**src/rtl/spd_pred_ctrl.sv**
```systemverilog
module spd_pred_ctrl #(
  parameter int W = 32,
  parameter int FRAC = 18,
  parameter int HOR = 10,
  parameter logic signed [W-1:0] A_COEF = 246415,
  parameter logic signed [W-1:0] B_COEF = 403702,
  parameter logic signed [W-1:0] U_MAX = 26214400
) (
  input  logic                clk,
  input  logic                rst,
  input  logic                start,
  input  logic signed [W-1:0] y_meas,
  input  logic signed [W-1:0] r_set,
  output logic signed [W-1:0] u_out,
  output logic                done
);
  localparam int PW = 2 * W;
  localparam int KW = $clog2(HOR);
  localparam longint HALF = 64'd1 << (FRAC - 1);

  typedef enum logic [2:0] {S_IDLE, S_AX, S_BU, S_PA, S_PH, S_FIN} st_t;
  st_t st;

  logic signed [W-1:0] u_q, x_q, y_q, r_q, xf, xn, bu, nd, acc;
  logic signed [W-1:0] opa, opb, rnd, err, xb;
  logic signed [PW-1:0] prod, prod_r;
  logic signed [W:0] usum;
  logic signed [W-1:0] u_new;
  logic [KW-1:0] k;

  function automatic logic signed [W-1:0] gain(input logic [KW-1:0] i);
    case (i)
      0: gain = 656;
      1: gain = 1273;
      2: gain = 1853;
      3: gain = 2398;
      4: gain = 2911;
      5: gain = 3393;
      6: gain = 3845;
      7: gain = 4271;
      8: gain = 4671;
      9: gain = 5047;
      default: gain = '0;
    endcase
  endfunction

  always_comb begin
    case (st)
      S_AX:    begin opa = A_COEF;  opb = x_q; end
      S_BU:    begin opa = B_COEF;  opb = u_q; end
      S_PA:    begin opa = A_COEF;  opb = xf;  end
      S_PH:    begin opa = gain(k); opb = err; end
      default: begin opa = '0;      opb = '0;  end
    endcase
  end

  assign err    = r_q - xf - nd;
  assign prod   = PW'(opa) * PW'(opb);
  assign prod_r = prod + PW'(HALF);
  assign rnd    = prod_r[FRAC+W-1:FRAC];
  assign xb     = xf + rnd;
  assign usum   = {u_q[W-1], u_q} + {acc[W-1], acc};
  assign u_new  = usum[W] ? '0 : (usum > (W+1)'(U_MAX)) ? U_MAX : usum[W-1:0];
  assign u_out  = u_q;

  always_ff @(posedge clk) begin
    if (rst) begin
      st <= S_IDLE; done <= 1'b0; k <= '0;
      u_q <= '0; x_q <= '0; y_q <= '0; r_q <= '0;
      xf <= '0; xn <= '0; bu <= '0; nd <= '0; acc <= '0;
    end else begin
      done <= 1'b0;
      case (st)
        S_IDLE: if (start) begin
          y_q <= y_meas; r_q <= r_set; st <= S_AX;
        end
        S_AX: begin xf <= rnd; st <= S_BU; end
        S_BU: begin
          bu <= rnd; xn <= xb; xf <= xb; nd <= y_q - xb;
          acc <= '0; k <= '0; st <= S_PA;
        end
        S_PA: begin xf <= rnd + bu; st <= S_PH; end
        S_PH: begin
          acc <= acc + rnd;
          if (k == KW'(HOR - 1)) st <= S_FIN;
          else begin k <= k + 1'b1; st <= S_PA; end
        end
        S_FIN: begin
          u_q <= u_new; x_q <= xn; done <= 1'b1; st <= S_IDLE;
        end
        default: st <= S_IDLE;
      endcase
    end
  end

  p_u_range_r6: assert property (@(posedge clk) disable iff (rst)
    (u_q >= 0) && (u_q <= U_MAX)) else $error("u out of range");
  p_done_pulse_r7: assert property (@(posedge clk) disable iff (rst)
    done |=> !done) else $error("done longer than one cycle");
  p_u_on_done_r7: assert property (@(posedge clk) disable iff (rst)
    !$stable(u_q) |-> done) else $error("u changed without done");
  p_fin_done_r7: assert property (@(posedge clk) disable iff (rst)
    (st == S_FIN) |=> done) else $error("done missing");
  p_busy_no_restart_r8: assert property (@(posedge clk) disable iff (rst)
    (st != S_IDLE) |=> (st != S_AX)) else $error("restart while busy");
  p_k_range_r5: assert property (@(posedge clk) disable iff (rst)
    k < KW'(HOR)) else $error("index out of range");
endmodule

```
**config.mk**
```make
export PLATFORM = sky130hd
export DESIGN_NAME = spd_pred_ctrl
export DESIGN_NICKNAME = d
export VERILOG_FILES = /design/src/rtl/spd_pred_ctrl.sv
export SDC_FILE = /design/constraint.sdc
export NUM_CORES = 2
export LEC_CHECK = 0
export ABC_AREA = 1
export BUFFER_PORTS_ARGS = -buffer_cell sky130_fd_sc_hd__buf_2
export CAP_MARGIN = 20
export CORE_ASPECT_RATIO = 0.5
export CORE_MARGIN = 1
export CORE_UTILIZATION = 35
export CTS_CLUSTER_SIZE = 8
export DETAILED_ROUTE_END_ITERATION = 10
export PLACE_DENSITY = 0.48
export SKIP_CTS_REPAIR_TIMING = 1
export SLEW_MARGIN = 20
export SYNTH_ARGS = -nofsm -noshare
export SYNTH_HDL_FRONTEND = slang
export SYNTH_SLANG_ARGS = --single-unit
```
**constraint.sdc**
```tcl
create_clock -name clk -period 20.1 [get_ports clk]
set_input_delay 1.005 -clock clk [delete_from_list [all_inputs] [get_ports clk]]
set_output_delay 1.005 -clock clk [all_outputs]
set_load 0.005 [all_outputs]
```
# After elaboration in Yosys (flattened, before gate mapping)
# Memory sizes are Yosys's and may differ from the RTL's. A register that Yosys moved wholly into a read port is not among the register bits.
# Cells that the tools add are included.
# op_classes
multipliers	1
addsub	9
order_cmp	1
reduce_logical	6
eq_ne	8
muxes	14
# op_table
operator	count
32-bit case mux with 3 select lines	2
32-bit case mux with 4 select lines	1
32-bit adder	3
32-bit subtractor	3
32-bit 2-to-1 mux	2
32-bit case mux with 2 select lines	1
50-bit by 19-bit adder with 50-bit output, second input constant	1
32-bit by 32-bit multiplier with 50-bit output	1
32-bit by 32-bit adder with 33-bit output	1
33-bit by 26-bit greater-than comparator with 1-bit output, second input constant	1
3-bit case mux with 5 select lines	1
4-bit 2-to-1 mux	3
4-bit case mux with 2 select lines	1
3-bit by 2-bit == test with 1-bit output, second input constant	2
3-bit == test, second input constant	2
3-bit 2-to-1 mux	2
4-bit by 1-bit adder with 4-bit output, second input constant	1
4-bit == test, second input constant	1
2-bit != test, second input constant	2
2-bit AND reduction	2
3-bit by 1-bit == test with 1-bit output, second input constant	1
3-bit logical NOT	1
3-bit nonzero test	1
2-bit nonzero test	1
other kinds (2)	2
# totals
romBits	208
word_cells	52
mem_count	1
regBits	296
inputBits	67
output_inout_bits	33
# mem_list
memory	depth	width	read_ports	rd_ports_with_merged_regs	wr	line	text
(name not given)	16	13	1	1	0	32	case (i)

# Longest topological paths before layout
# depth
ltp_word	7
mapped_depth	73
mapped_depth_nobuf	73

# Worst setup path before layout
# Ideal clock, no wire load.
# synth_path
path_type	register to register
from	register xf[0]
to	register nd[25]
period_less_slack_ps	10957
t_arrival_ps	10830
stages_incl_launch_ff	67
required_ps	19974
slack_ps	9143
n_path_buf	1
setup_ps	126
path_cell_list	dfxtp_1 > inv_1 > fa_1 > fa_1 > nand3_1 > nand2_1 > a21oi_1 > inv_1 > nand2_1 > nand2_1 > a21oi_1 > inv_1 > o21ai_0 > nand2_1 > inv_1 > clkbuf_1 > nor2_1 > fa_1 > [... 31 more ...] > xor2_1 > inv_1 > ha_1 > nand2_1 > nor2_1 > inv_1 > o21ai_0 > nand2_1 > nand2_1 > nand2_1 > nand2_1 > nand2_1 > nand2_1 > a21oi_1 > nor2_1 > nor2_1 > nand2_1 > o21ai_0
# synth_via
elab_chain_len	7
# synth_rtl
element	line	text
start, declared	24	logic signed [W-1:0] u_q, x_q, y_q, r_q, xf, xn, bu, nd, acc;
start signal, assigned	70	xf <= '0; xn <= '0; bu <= '0; nd <= '0; acc <= '0;
start signal, assigned	77	S_AX: begin xf <= rnd; st <= S_BU; end
start signal, assigned	79	bu <= rnd; xn <= xb; xf <= xb; nd <= y_q - xb;
32-bit subtractor (2 in a row)	57	assign err = r_q - xf - nd;
32-bit case mux with 4 select lines (*)	48	case (st)
32-bit by 32-bit multiplier with 50-bit output (*)	58	assign prod = PW'(opa) * PW'(opb);
50-bit by 19-bit adder with 50-bit output (*)	59	assign prod_r = prod + PW'(HALF);
named net prod_r[28]	26	logic signed [PW-1:0] prod, prod_r;
32-bit adder (*)	61	assign xb = xf + rnd;
32-bit subtractor (*)	79	
end signal, assigned	70	
end signal, assigned	79	
end, declared	24	
# The timed path passes the listed nets; every way through them passes the cells marked *.
# A chain may end at the register's enable or synchronous reset.

# Worst setup path after layout
# layout_path
from	register st[1]
to	register nd[21]
# layout_via
elab_chain_len	7
elab_cells_between_ends	11
cone_classes	add/sub (3); mul (1); eq/ne (4); mux (2); reduce/logical (1)
# layout_rtl
element	line	text
start, declared	22	st_t st;
start signal, assigned	68	st <= S_IDLE; done <= 1'b0; k <= '0;
start signal, assigned	75	y_q <= y_meas; r_q <= r_set; st <= S_AX;
start signal, assigned	77	
3-bit by 2-bit == test with 1-bit output or 3-bit by 1-bit == test with 1-bit output (tied branches)	48	
2-bit OR reduction (no source line)	-	
32-bit case mux with 3 select lines	48	
32-bit by 32-bit multiplier with 50-bit output (*)	58	
50-bit by 19-bit adder with 50-bit output (*)	59	
named net prod_r[28]	26	
32-bit adder (*)	61	
32-bit subtractor (*)	79	
# Marked as above.

==> reports/results.ini <==
[status]
outcome=finished clean

[worst_setup_path]
worstPathRequired_ns=20.55
arrival_ns=15.58
reg2reg_setup_slack_ns=4.98
r2r-end=nd[21]
crit_path_start_kind=flip-flop
cpPeakStageDelay_ns=0.76
crit_top_cell=nand2_1
r2r_cells=56
cp_max_fo=56
startpoint=st[1]
worst-setup-path-type=flip-flop to flip-flop
rr_startpoint=st[1]
slowest_stage=buf_4
setup.worst_path.end_class=flip-flop

[synthesis]
synth-xor-area-share_pct=1.686
synth_seq_cells=309
synth_top_family_by_area=adder cells
synth_area_leaders=fa_1, dfxtp_1, ha_1
synth_common_cells=inv_1, nand2_1, nor2_1
synth_compound_area_share_pct=13.70
yosysTopAreaCell=fa_1
synth_cell_type_count=64
synth_edf_count=0
synthAdderAreaFrac_pct=37.01
synth.avg_cell_area_um2=7.120
synth_top_area_share_pct=24.61
synth_ff_type=dfxtp_1
synth-simple-area-share_pct=20.88
ys_warn_count=0
synth.cell_area_mm2=0.04400
ys_seq_area_share_pct=14.06
synthesis.nets=7224
async_flop_share_pct=0
synth.most_common_cell=inv_1
synthMuxAreaShare_pct=0
syn-instance-count=6180

[drt]
drc_errors=0
firstDrtPassIters=6
antenna_left=0
drtIter0Drc=3954
routedWlPerCell_um=24.34
finalWirelength_um=193000
vias_per_cell=5.223
vias=41397

[final_layout]
drive_above_1_share_pct=5.300
syn2layout_area_growth_pct=8.673
multi_input_area_mm2=0.03229
nets=7279
fillerInstances=13218
seqCellArea_mm2=0.006186

[pwr]
power_report.internal_total_w=0.001599
power_leakage_nw=24.39
vdd_drop_max_v=0.00006936
p_comb_share_pct=55.6
switching_share_pct=51.70
p_clk_share_pct=22.0
power_frac_seq_pct=22.4
p_total_w=0.003310
p_switching_w=0.001711
p_per_area_mw_per_mm2=69.22

[job]
cap_viol_max_count=0

[placed_design]
io_buffer_count=99
hpwl_um=161500
place_congestion=1.014

[global_routing]
grt_max_degree=85
grt_pass1_vias=40760
grt_pass1_wl_um=278100
grt_usage_pct=30.27
gr-total-overflow=0
antenna_found_initial=14

[timing]
skew_ns=0.03472
fin_crit_ns=15.12
grt_setup_unrepaired=false
worstMarginPinSlew_ns=1.175
setup_viol=0
fmax_mhz=66.12
drv_slew=0
hold_viol_final=0
slew_headroom_pct=21.11
finalCritPeriodShare_pct=75.25
finalSetupTns_ns=0

[floorplan]
initial_core_util_pct=35.49
boundaryPins=100
die_h_um=252.7
rows=91
die_x_um=503.4
dieArea_mm2=0.1272
core_mm2=0.1240

[clocking]
cts_buffers=45
cts-root-buf=clkbuf_16
clk_pin_slew_ns=0.05
cts_tree=built
clk_latency_ns=0.63
htree_levels=2
cts.sinks=309
cts_buffer_depth=3

[worst_hold_path]
hold_path_depth=2
worstHoldStart=xn[7]
hold_class=flip-flop to flip-flop
holdPathEnd=xn[7]

-- layout by cell type (no fill, tap or decap), types with 17 or more instances in the layout --
cell,netlist,layout
o22ai_1,19,19
inv_1,1300,1296
or2_2,30,30
o21ai_0,365,364
nor2_1,565,564
fa_1,541,541
a21oi_1,539,535
a21o_1,23,23
clkbuf_16,0,45
nor3_1,35,34
ha_1,436,436
nand2_2,22,23
dfxtp_1,309,309
a22o_1,17,17
nand4_1,55,55
buf_4,2,69
nand2_1,1257,1256
xor2_1,60,59
buf_2,14,98
a31oi_1,22,22
nand3_1,221,220
-- sequential cells by signal, summed over array words and instances (netlist names), named ones only --
name	count
r_q	32
k	4
acc	32
xf	32
bu	32
y_q	32
u_out	32
xn	32
x_q	32
nd	32
done	1
st	3
-- through the flow --
step                      setup WS (ns)  instances  cell area, um2  util [%]  hold WS [ns]
after floorplan                   9.143       6180           44000         -        0.4136
after global placement            5.316       7861           46520     37.52        0.4363
after detailed placement          5.519       7862           46540     37.53        0.4405
after CTS                         5.406       7919           47800     38.55        0.4487
after global routing              4.225       7923           47810     38.56        0.4659
final                             4.975       7926           47820     38.56        0.4530
-- critical path, delay by kind of cell, from the launching register on --
family                     cells  cell delay (ns)
xor gates and xnor gates       3             1.32
adders and majority gates     11             5.14
DFF                            1             0.43
and+or+nand+nor               23             3.53
AOI/OAI and AO/OA              5             1.59
buffers and inverters         14             2.82
-- how the worst max path moves through the flow --
stage | endpoint | slack [ns] | depth (start not counted)
after floorplan | nd[25] | 9.14 | 66
after global placement | nd[24] | 5.32 | 60
after detailed placement | nd[21] | 5.52 | 59
after CTS | nd[21] | 5.41 | 56
after global routing | nd[24] | 4.22 | 63
final | nd[21] | 4.98 | 56
-- power groups by stage --
stage | combinational, W | clock, W | sequential (W)
6_report | 0.00184 | 0.000728 | 0.000742
5_1_grt | 0.00200 | 0.000763 | 0.000744
4_1_cts | 0.00180 | 0.000742 | 0.000739
3_5_place_dp | 0.00179 | 0 | 0.000751
3_3_place_gp | 0.00179 | 0 | 0.000751
2_1_floorplan | 0.00114 | 0 | 0.000709
-- cells by family (layout without fill, tap and decap cells) --
family,count (synthesis),in the layout
and+or+nand+nor,2238,2238
DFF,309,309
other,0,7
adders and majority gates,977,977
xor gates and xnor gates,80,80
AOI/OAI and AO/OA,1100,1100
buffers and inverters,1476,1541
-- routing by layer --
metal / vias to the layer above / track usage (%) / part of all wire, %
li1: 19450 / - / -
met1: 20164 / 43.10 / 47
met2: 1551 / 42.37 / 39
met3: 222 / 11.14 / 11
met4: 10 / 7.406 / 2.5
met5: - / 2.741 / 0.22
-- cell type report --
class                   instances  area share [%]
diodes                          7         0.03663
clock buffers                  54           2.467
clock inverters                 3          0.1675
inverters                    1316           10.33
multi-input cells            4395           67.54
flip-flops and latches        309           12.94
well taps                    1674           4.380
repair buffers                168           2.140
Note: power is estimated with default switching activity, not from simulation.
